--- config.mk ---
export PLATFORM = sky130hd
export DESIGN_NAME = layer_decompressor
export DESIGN_NICKNAME = d
export VERILOG_FILES = /design/src/rtl/decomp_pkg.sv /design/src/rtl/chan_injector.sv /design/src/rtl/lfsr_core.sv /design/src/rtl/phase_spreader.sv /design/src/rtl/tap_picker.sv /design/src/rtl/layer_decompressor.sv
export SDC_FILE = /design/constraint.sdc
export NUM_CORES = 1
export LEC_CHECK = 0
export ABC_AREA = 1
export BUFFER_PORTS_ARGS = -buffer_cell sky130_fd_sc_hd__buf_2
export CORE_MARGIN = 2
export CORE_UTILIZATION = 30
export DETAILED_ROUTE_END_ITERATION = 7
export PLACE_DENSITY = 0.45
export SYNTH_ARGS = -nofsm -noshare
export SYNTH_HDL_FRONTEND = slang
export SYNTH_SLANG_ARGS = --single-unit
--- constraint.sdc ---
create_clock -name clk -period 2.23 [get_ports clk]
set_input_delay 0.1115 -clock clk [delete_from_list [all_inputs] [get_ports clk]]
set_output_delay 0.1115 -clock clk [all_outputs]
set_load 0.01 [all_outputs]
--- src/rtl/decomp_pkg.sv ---
package decomp_pkg;

  // Evenly spread index idx of count over a vector of width bits, shifted by offset.
  function automatic int spread_pos(input int idx, input int count,
                                     input int width, input int offset);
    return (idx * (width / count) + offset) % width;
  endfunction

  // Second bit paired with a first bit in the phase spreader.
  function automatic int partner_pos(input int first, input int width);
    return (first + width / 2 + 1) % width;
  endfunction

endpackage

--- src/rtl/chan_injector.sv ---
module chan_injector #(
  parameter int STATE_W = 64,
  parameter int IN_W    = 8
) (
  input  logic [IN_W-1:0]    chan_in,
  output logic [STATE_W-1:0] inj_vec
);
  import decomp_pkg::*;

  // Each channel lands on its own evenly spaced state bit.
  always_comb begin
    inj_vec = '0;
    for (int k = 0; k < IN_W; k++) begin
      inj_vec[spread_pos(k, IN_W, STATE_W, 0)] = chan_in[k];
    end
  end
endmodule

--- src/rtl/lfsr_core.sv ---
module lfsr_core #(
  parameter int                STATE_W = 64,
  parameter logic [STATE_W-1:0] FB_MASK = 64'hD800_0000_0000_0000
) (
  input  logic               clk,
  input  logic               rst_n,
  input  logic               shift_en,
  input  logic               cube_clr,
  input  logic [STATE_W-1:0] inj_vec,
  output logic [STATE_W-1:0] state_q
);
  logic               fb_bit;
  logic [STATE_W-1:0] state_nx;

  always_comb begin
    fb_bit   = ^(state_q & FB_MASK);
    state_nx = {state_q[STATE_W-2:0], fb_bit} ^ inj_vec;
  end

  always_ff @(posedge clk or negedge rst_n) begin
    if (!rst_n)        state_q <= '0;
    else if (cube_clr) state_q <= '0;
    else if (shift_en) state_q <= state_nx;
  end

  AST_CLR_ZERO: assert property (@(posedge clk) disable iff (!rst_n)
    cube_clr |=> (state_q == '0));

  AST_IDLE_HOLD: assert property (@(posedge clk) disable iff (!rst_n)
    (!shift_en && !cube_clr) |=> $stable(state_q));

  AST_QUIET_SHIFT: assert property (@(posedge clk) disable iff (!rst_n)
    (shift_en && !cube_clr && inj_vec == '0)
      |=> (state_q[STATE_W-1:1] == $past(state_q[STATE_W-2:0])));
endmodule

--- src/rtl/phase_spreader.sv ---
module phase_spreader #(
  parameter int STATE_W = 64,
  parameter int CHAINS  = 16
) (
  input  logic               clk,
  input  logic               rst_n,
  input  logic [STATE_W-1:0] state_q,
  output logic [CHAINS-1:0]  scan_out
);
  import decomp_pkg::*;

  for (genvar k = 0; k < CHAINS; k++) begin : g_chain
    localparam int PA = spread_pos(k, CHAINS, STATE_W, 0);
    localparam int PB = partner_pos(PA, STATE_W);
    assign scan_out[k] = state_q[PA] ^ state_q[PB];
  end

  AST_SCAN_QUIET: assert property (@(posedge clk) disable iff (!rst_n)
    (state_q == '0) |-> (scan_out == '0));
endmodule

--- src/rtl/tap_picker.sv ---
module tap_picker #(
  parameter int STATE_W = 64,
  parameter int TAP_W   = 5
) (
  input  logic               clk,
  input  logic               rst_n,
  input  logic [STATE_W-1:0] state_q,
  output logic [TAP_W-1:0]   tap_out
);
  import decomp_pkg::*;

  localparam int TAP_OFS = STATE_W / (2 * TAP_W);

  for (genvar j = 0; j < TAP_W; j++) begin : g_tap
    assign tap_out[j] = state_q[spread_pos(j, TAP_W, STATE_W, TAP_OFS)];
  end

  AST_TAP_QUIET: assert property (@(posedge clk) disable iff (!rst_n)
    (state_q == '0) |-> (tap_out == '0));
endmodule

--- src/rtl/layer_decompressor.sv ---
module layer_decompressor #(
  parameter int                 STATE_W = 64,
  parameter int                 IN_W    = 8,
  parameter int                 TAP_W   = 5,
  parameter int                 CHAINS  = 16,
  parameter logic [STATE_W-1:0] FB_MASK = 64'hD800_0000_0000_0000
) (
  input  logic              clk,
  input  logic              rst_n,
  input  logic              shift_en,
  input  logic              cube_clr,
  input  logic [IN_W-1:0]   chan_in,
  output logic [CHAINS-1:0] scan_out,
  output logic [TAP_W-1:0]  tap_out
);
  logic [STATE_W-1:0] inj_vec;
  logic [STATE_W-1:0] state_q;

  // the bandwidth must narrow going up the stack.
  if (TAP_W >= IN_W || IN_W > STATE_W || CHAINS > STATE_W) begin : g_bad_cfg
    $error("layer_decompressor: illegal width parameters");
  end

  chan_injector #(.STATE_W(STATE_W), .IN_W(IN_W)) u_inj (
    .chan_in (chan_in),
    .inj_vec (inj_vec)
  );

  lfsr_core #(.STATE_W(STATE_W), .FB_MASK(FB_MASK)) u_core (
    .clk      (clk),
    .rst_n    (rst_n),
    .shift_en (shift_en),
    .cube_clr (cube_clr),
    .inj_vec  (inj_vec),
    .state_q  (state_q)
  );

  phase_spreader #(.STATE_W(STATE_W), .CHAINS(CHAINS)) u_spread (
    .clk      (clk),
    .rst_n    (rst_n),
    .state_q  (state_q),
    .scan_out (scan_out)
  );

  tap_picker #(.STATE_W(STATE_W), .TAP_W(TAP_W)) u_taps (
    .clk     (clk),
    .rst_n   (rst_n),
    .state_q (state_q),
    .tap_out (tap_out)
  );

  AST_PORT_CLEAR: assert property (@(posedge clk) disable iff (!rst_n)
    cube_clr |=> (scan_out == '0 && tap_out == '0));
endmodule

; ---- Yosys cells after proc, flatten, opt, wreduce, memory -nomap -nowiden
; Index checks and enable logic that the tools add are counted.
[word_totals]
regBits = 64
latchBits = 0
ram_bits = 0
rom_bits = 0
in_bits = 12
mem_count = 0
[classes]
n_addsub = 0
n_mul = 0
div_mod_pow = 0
order_cmp = 0
eq_ne = 0
shifts = 0
muxes = 2
bitwise = 17
n_reduce_logical = 2
[ops]
columns = op, count
row1 = $mux 64, 2
row2 = $reduce_xor 64->1, 1
row3 = $xor 64x57->64, 1
row4 = $xor 1x1->1, 16
row5 = $reduce_bool 2->1, 1

; ---- Depth between registers and ports, before layout
; Gate-level depths: netlist of the first run.
[logic_depth]
word_depth = 4
mapped_depth = 8
ltp_nobuf = 8

; ---- Hierarchy
; From an unflattened synthesis of the first run, not the netlist that was laid out.
[unflattened]
cells_unflattened = 441
area_unflattened_um2 = 3734.8
[modules_own_cells]
columns = mod, instances, cells_each, area_per_inst_um2, seq_area_each_um2
row1 = lfsr_core, 1, 291, 2912.8, 1601.5
row2 = chan_injector, 1, 65, 484.2, 0.0
row3 = phase_spreader, 1, 80, 300.3, 0.0
row4 = tap_picker, 1, 5, 37.5, 0.0

; ---- Least setup slack after synthesis of the first run
; No wires, ideal clock.
[synth_timing]
kind = register to register
start = register u_core.state_q[60]
end = register u_core.state_q[0]
setup_ns = 0.117
t_arrival_ns = 0.819
slack_ns = 1.294
stages_incl_launch_ff = 9
n_path_buf = 0
period_less_slack_ns = 0.936
path_cell_list = dfrtp_1 nand2_1 inv_1 nor2_1 nand2_1 nand2_1 nand2_1 nand3_1 nand2_1
[synth_via]
elab_chain_cells = 4
[synth_lines]
columns = item, line_no
row1 = from (decl), lfsr_core.sv:10  ; output logic [STATE_W-1:0] state_q
row2 = from (signal assigned), lfsr_core.sv:23  ; else if (shift_en) state_q <= state_nx;
row3 = $reduce_xor 64->1, lfsr_core.sv:16  ; fb_bit = ^(state_q & FB_MASK);
row4 = $xor 64x57->64, lfsr_core.sv:17  ; state_nx = {state_q[STATE_W-2:0], fb_bit} ^ inj_vec;
row5 = $mux 64, lfsr_core.sv:23
row6 = $mux 64, lfsr_core.sv:22  ; else if (cube_clr) state_q <= '0;
; No other way between the ends. The select of a mux whose other input is x is not followed.
; A chain may end at the register's enable or synchronous reset.

; ---- Final worst setup path of the first run
[layout_timing]
start = register u_core.state_q[60]
end = output port scan_out[15]
[layout_via]
elab_chain_cells = 1
[layout_lines]
columns = item, line_no
row1 = $xor 1x1->1, phase_spreader.sv:15  ; assign scan_out[k] = state_q[PA] ^ state_q[PB];
row2 = to (decl), layer_decompressor.sv:13  ; output logic [CHAINS-1:0] scan_out,
; No other way between the ends.

==> run_results.csv, run 1 <==
group,metric,value,unit
pwr,leakagePower,1.51,nW
routing,routed.top_layer,"met4",
routing,drc,0,
finish,syn2layout_area_growth,16.1,%
die,dieHeight,98.3,um
synth,synth_cell_type_count,15,
cts,cts_made_buffers,9,
placed_design,dp_slack,0.964,ns
pwr,p_per_area,753,mW/mm^2
finish,regMostFlops,"u_core.state_q",
pwr,power_frac_comb,6.4,%
synth,synth_area_leaders,"dfrtp_1, o22ai_1, inv_1",
routing,vias,1779,
timing,fin_crit_sh,53.5,%
grt,grt_pass1_wl,8910,um
worst_setup_path,worstPathMaxFanout,4,
synth,ys_seq_elements,64,
die,die_x,98.3,um
synth,synthCells,257,
synth,yosysMostFrequentCell,"dfrtp_1",
worst_setup_path,crit_path_start_kind,"register",
synth,async_reset_ff_share,100,%
die,die-area,0.00966,sq mm
synth,synth_warnings,0,
worst_hold_path,worstHoldPathType,"input pin to register",
worst_setup_path,cp.arrival,1.08,ns
grt,grt_max_degree,63,
cts,cts_setup_buffers,0,
synth,synth-adder-area-share,0,%
pwr,peakVddDrop,0.333,mV
cts,root_buffer,"clkbuf_8",
synth,synth_xor_area_share,7.56,%
placed_design,post_dp_cell_area,0.00289,sq mm
timing,worst_slew_pin_slew,0.625,ns
routing,route.met2.wl,2270,um
timing,fin_skew,0.00517,ns
synth,yosys.area_share.simple,4.55,%
die,io_pins,33,
job,max_cap_violations,0,
cts,cts_tree,"yes",
synth,synth_top_family_by_area,"compound AO/OA/AOI/OAI gates",
grt,antenna_found_initial,0,
cts,clk_path_buf_depth,2,
worst_setup_path,critPathKind,"register to primary output",
synth,yosys-top-cells-count,"dfrtp_1, inv_1, o22ai_1",
placed_design,gp_congestion,0.670,
routing,drt-wirelength-per-cell,12.6,um
placed_design,placed_cells,384,
placed_design,hpwl,3300,um
timing,max_freq,839,MHz
cts,cts_sinks,64,
finish,fin_cells,401,
finish,final_nets,300,
finish,drive_gt1_share,18.4,%
routing,drt-total-wl,5050,um
grt,grt_pass1_vias,1844,
die,std_cell_rows,34,
synth,synth-edff-count,0,
pwr,p_switching,0.526,mW
synth,syn_area,0.00267,sq mm
timing,slew_headroom,58.3,%
routing,ant_nets,0,
synth,postSynthAreaPerCell,10.4,sq um
timing,finalSetupTns,0,ns
timing,setup_ws,1.04,ns
timing,finalHoldViolations,0,
synth,ys.flop_type,"dfrtp_1",
cts,cts.htree.levels,3,
synth,ys_seq_area_share,60.1,%
cts,clk_latency,0.34,ns
routing,drt-met1-wl,2500,um
synth,synth_compound_area_share,14.4,%
finish,final_cell_area,0.00310,sq mm
cts,path_clk_slew,0.06,ns
timing,maxSlewViolCount,0,
grt,gr-total-overflow,0,
finish,largest_reg_flops,64,
routing,via_per_inst,4.44,
die,core,0.00868,sq mm
finish,antenna_cells,0,
synth,synth_area_leader_cell,"dfrtp_1",
pwr,seqPwrFrac,51.0,%
pwr,p_sw_share,22.5,%
placed_design,portBuffers,32,
routing,wl_met3,163,um
timing,fin_crit,1.19,ns
routing,drt_iter0_drc,56,
synth,synth_mux_area_share,0,%
timing,rsz0062_at_grt,"no",
routing,drt_pass1_iterations,4,
grt,grt.total_usage,11.6,%
pwr,clockPowerShare,42.5,%
synth,synth.top_cell.area_share,60.1,%
synth,syn_nets,269,
die,start_util,30.7,%
worst_setup_path,cp.required,2.12,ns
pwr,p_int,1.81,mW
timing,setup-violations-final,0,
worst_setup_path,end_kind,"primary output",
run_status,status,"finished clean",
finish,reg_top3,"u_core.state_q x64",
==> layout make-up <==
class | count | area, sq um
multi-input combinational | 115 | 707
sequential | 64 | 1600
fill | 924 | 5580
timing repair buffer | 37 | 225
tap | 108 | 135
clock buffer | 13 | 159
inverter | 61 | 229
clock inverter | 3 | 40.0
==> placed cells by master (no fill, tap or decap), drive strengths merged <==
| cell type | n |
|---|---|
| buf | 36 |
| nor2 | 4 |
| xor2 | 16 |
| o21ai | 8 |
| nand2 | 23 |
| dlygate4sd3 | 1 |
| bufinv | 1 |
| o22ai | 55 |
| clkinv | 2 |
| nand3 | 2 |
| xnor2 | 7 |
| clkbuf | 13 |
| inv | 61 |
| dfrtp | 64 |
==> path summary, 6_finish.rpt <==
kind                       cells past startpoint               start  slack, ns                 end
hold / removal                                 3          chan_in[1]       0.07   u_core.state_q[8]
hold reg to reg                                2  u_core.state_q[23]       0.51  u_core.state_q[23]
setup / recovery                               2  u_core.state_q[60]       1.04        scan_out[15]
min in group asynchronous                      2               rst_n       0.31  u_core.state_q[41]
setup reg to reg                               8  u_core.state_q[60]       1.22   u_core.state_q[0]
max in group asynchronous                      3               rst_n       1.31  u_core.state_q[57]
==> stage by stage <==
stage          power, mW  utilization, %  hold slack (ns)
5_1_grt             2.46            35.7           0.0668
2_1_floorplan       1.30               -           -0.184
6_report            2.33            35.7           0.0677
3_3_place_gp        1.36            33.3            0.153
3_5_place_dp        1.36            33.3            0.155
4_1_cts             2.37            35.7           0.0581
==> cell families after synthesis <==
group | after synthesis
XOR/XNOR | 23
AND/OR/NAND/NOR | 29
buffers and inverters | 78
flip-flops | 64
AO/OA/AOI/OAI | 63
==> power groups by stage <==
stage               Clock, mW  Sequential [mW]  Combinational [mW]
detailed placement          0             1.21               0.153
global route             1.10             1.19               0.171
CTS                      1.02             1.19               0.155
finish                  0.991             1.19               0.150
global placement            0             1.21               0.154
floorplan                   0             1.21              0.0886
==> routing by layer <==
metal / track usage [%] / vias up
met5: 0 / -
met4: 6.95 / 0
met3: 2.51 / 9
met2: 16.6 / 26
met1: 16.1 / 858
li1: - / 886
==> repair_timing <==
action	4_1_cts	5_1_grt
resized for setup	0	0
hold buffers	1	0
endpoints found under the hold margin	24	0
==> worst max-delay path: stages (launching register included) <==
cell and delay [ns]:
dfrtp_1 0.42, xor2_1 0.18, buf_2 0.15
Note: power is estimated with default switching activity, not from simulation.
==> inputs of run 2 (changes only) <==
--- a/config.mk
+++ b/config.mk
@@ -5,12 +5,12 @@
 export SDC_FILE = /design/constraint.sdc
 export NUM_CORES = 1
 export LEC_CHECK = 0
-export ABC_AREA = 1
+export ABC_AREA = 0
 export BUFFER_PORTS_ARGS = -buffer_cell sky130_fd_sc_hd__buf_2
 export CORE_MARGIN = 2
 export CORE_UTILIZATION = 30
 export DETAILED_ROUTE_END_ITERATION = 7
-export PLACE_DENSITY = 0.45
+export PLACE_DENSITY = 0.46
 export SYNTH_ARGS = -nofsm -noshare
 export SYNTH_HDL_FRONTEND = slang
 export SYNTH_SLANG_ARGS = --single-unit
==> constraint.sdc (replaced) <==
create_clock -name clk -period 1.05 [get_ports clk]
set_input_delay 0.0525 -clock clk [delete_from_list [all_inputs] [get_ports clk]]
set_output_delay 0.0525 -clock clk [all_outputs]
set_load 0.01 [all_outputs]
==> run_results.csv, run 2 <==
group,metric,value,unit
run_status,status,"finished with violations",
run_status,violations,"setup timing",
grt,antenna_found_initial,0,
routing,drc,0,
die,io_pins,33,
timing,finalHoldViolations,0,
pwr,peakVddDrop,0.651,mV
synth,ys_seq_elements,64,
die,start_util,30.8,%
synth,synth-edff-count,0,
placed_design,hpwl,3150,um
job,max_cap_violations,0,
worst_setup_path,r2r_slack,-0.13,ns
cts,path_clk_slew,0.07,ns
finish,final_cell_mix,"nor2_1, dfrtp_1, mux2i_1",
synth,synth_warnings,0,
worst_setup_path,critPathKind,"register to primary output",
timing,slew_headroom,77.0,%
timing,fin_skew,0.00944,ns
placed_design,gp_congestion,0.669,
grt,grt_max_degree,65,
die,die_x,101,um
die,core,0.00920,sq mm
pwr,finalPower,5.28,mW
placed_design,portBuffers,32,
worst_hold_path,worstHoldPathType,"input pin to register",
placed_design,placed_cells,373,
finish,final_common_cell,"nor2_1",
synth,yosysMostFrequentCell,"nor2_1",
worst_setup_path,rr_worst_depth,3,
finish,fin_cells,424,
routing,drt-total-wl,5370,um
timing,rsz0062_at_grt,"yes",
pwr,leakagePower,2.01,nW
finish,syn2layout_area_growth,28.4,%
routing,drt-wirelength-per-cell,12.7,um
synth,ys_seq_area_share,56.5,%
synth,synthCells,240,
cts,cts_made_buffers,9,
cts,cts.htree.levels,3,
routing,drt_pass1_iterations,4,
finish,largest_reg_flops,64,
cts,clk_latency,0.33,ns
die,die-area,0.0102,sq mm
worst_setup_path,cp.required,1.00,ns
finish,final_nets,320,
synth,postSynthAreaPerCell,11.8,sq um
worst_setup_path,crit_path_start_kind,"register",
worst_hold_path,min_path_cells,3,
routing,vias,1841,
synth,synth.top_cell.area_share,56.5,%
finish,drive_gt1_share,28.1,%
worst_setup_path,end_kind,"primary output",
synth,async_reset_ff_share,100,%
pwr,p_per_area,1450,mW/mm^2
worst_setup_path,worstPathMaxFanout,2,
routing,drt_iter0_drc,38,
synth,syn_area,0.00283,sq mm
timing,maxSlewViolCount,0,
grt,grt.total_usage,11.6,%
cts,clk_path_buf_depth,2,
worst_setup_path,cp.arrival,1.14,ns
timing,finalSetupTns,-0.725,ns
die,dieHeight,101,um
finish,regMostFlops,"u_core.state_q",
synth,yosys-top-cells-count,"nor2_1, dfrtp_1, mux2i_1",
synth,synth_area_leaders,"dfrtp_1, mux2i_1, nor2_1",
timing,fin_crit,1.19,ns
timing,setup_ws,-0.142,ns
cts,cts_tree,"yes",
synth,ys.flop_type,"dfrtp_1",
routing,via_per_inst,4.34,
grt,gr-total-overflow,0,
synth,synth_area_leader_cell,"dfrtp_1",
routing,ant_nets,0,
grt,grt_pass1_wl,9200,um
timing,setup-violations-final,17,
finish,reg_top3,"u_core.state_q x64",
timing,fin_crit_sh,114,%
synth,syn_nets,252,
timing,max_freq,839,MHz
finish,antenna_cells,0,
timing,worst_slew_pin_slew,0.345,ns
cts,cts_sinks,64,
die,std_cell_rows,35,
synth,synth_cell_type_count,13,
cts,root_buffer,"clkbuf_8",
grt,grt_pass1_vias,1927,
[run 2: cell types whose count changed after synthesis, sizes merged, moves of 8 or more]
| cell | before | now |
|---|---|---|
| o21ai | 8 | 0 |
| mux2i | 0 | 56 |
| nand2 | 23 | 0 |
| inv | 61 | 0 |
| nor2 | 4 | 65 |
| o22ai | 55 | 0 |
[run 2: logic make-up (layout without fill, tap and decap cells)]
family | after synthesis | in the layout | synth area share (%)
XOR/XNOR | 25 | 25 | 8.22
multiplexers | 56 | 56 | 19.8
flip-flops | 64 | 64 | 56.5
AND/OR/NAND/NOR | 67 | 67 | 9.10
buffers and inverters | 20 | 93 | 4.15
AO/OA/AOI/OAI | 8 | 8 | 2.21
[run 2: area by class of cell]
class | instances | area (sq um)
clock buffers | 14 | 183
clock inverters | 2 | 35.0
fillers | 945 | 5560
multi-input cells | 156 | 1110
flip-flops and latches | 64 | 1600
well taps | 111 | 139
repair buffers | 77 | 564
[run 2: metal layers]
metal,global-route usage (%),wire length [um]
met4,4.37,55
met5,0,0
met3,3.86,230
met2,17.8,2440
met1,15.4,2640
[run 2: final timing paths]
| path | from | endpoint |
|---|---|---|
| setup / recovery | u_core.state_q[60] | scan_out[15] |
| hold / removal | chan_in[3] | u_core.state_q[24] |
| setup reg to reg | u_core.state_q[59] | u_core.state_q[0] |
| hold reg to reg | u_core.state_q[2] | u_core.state_q[3] |
| max in group asynchronous | rst_n | u_core.state_q[52] |
| min in group asynchronous | rst_n | u_core.state_q[7] |
[run 2: timing repair]
action,in CTS,in global routing
endpoints found under the hold margin,67,0
hold buffers,4,0
pin swaps,7,4
gates resized for setup,1,0
buffers inserted,29,2
setup endpoints to repair,17,17
[run 2: stage by stage]
stage,cell area (sq um),hold slack (ns),util [%],setup WS [ns]
final,3640,0.0178,39.5,-0.142
after global routing,3640,0.0156,39.5,-0.186
after CTS,3620,0.00218,39.4,-0.158
after detailed placement,3140,0.0995,34.2,-0.124
after global placement,3140,0.106,34.2,-0.123
after floorplan,2830,-0.243,-,-0.112
[run 2: where the power goes]
| part | total, mW | internal (mW) | switching [mW] |
|---|---|---|---|
| clock | 2.26 | 1.35 | 0.902 |
| combinational | 0.482 | 0.227 | 0.256 |
| sequential | 2.54 | 2.51 | 0.0293 |
[run 2: worst max-delay path, stage by stage (launching register included)]
cell and delay, ns:
dfrtp_1 0.40, buf_6 0.12, xor2_1 0.15, buf_2 0.14
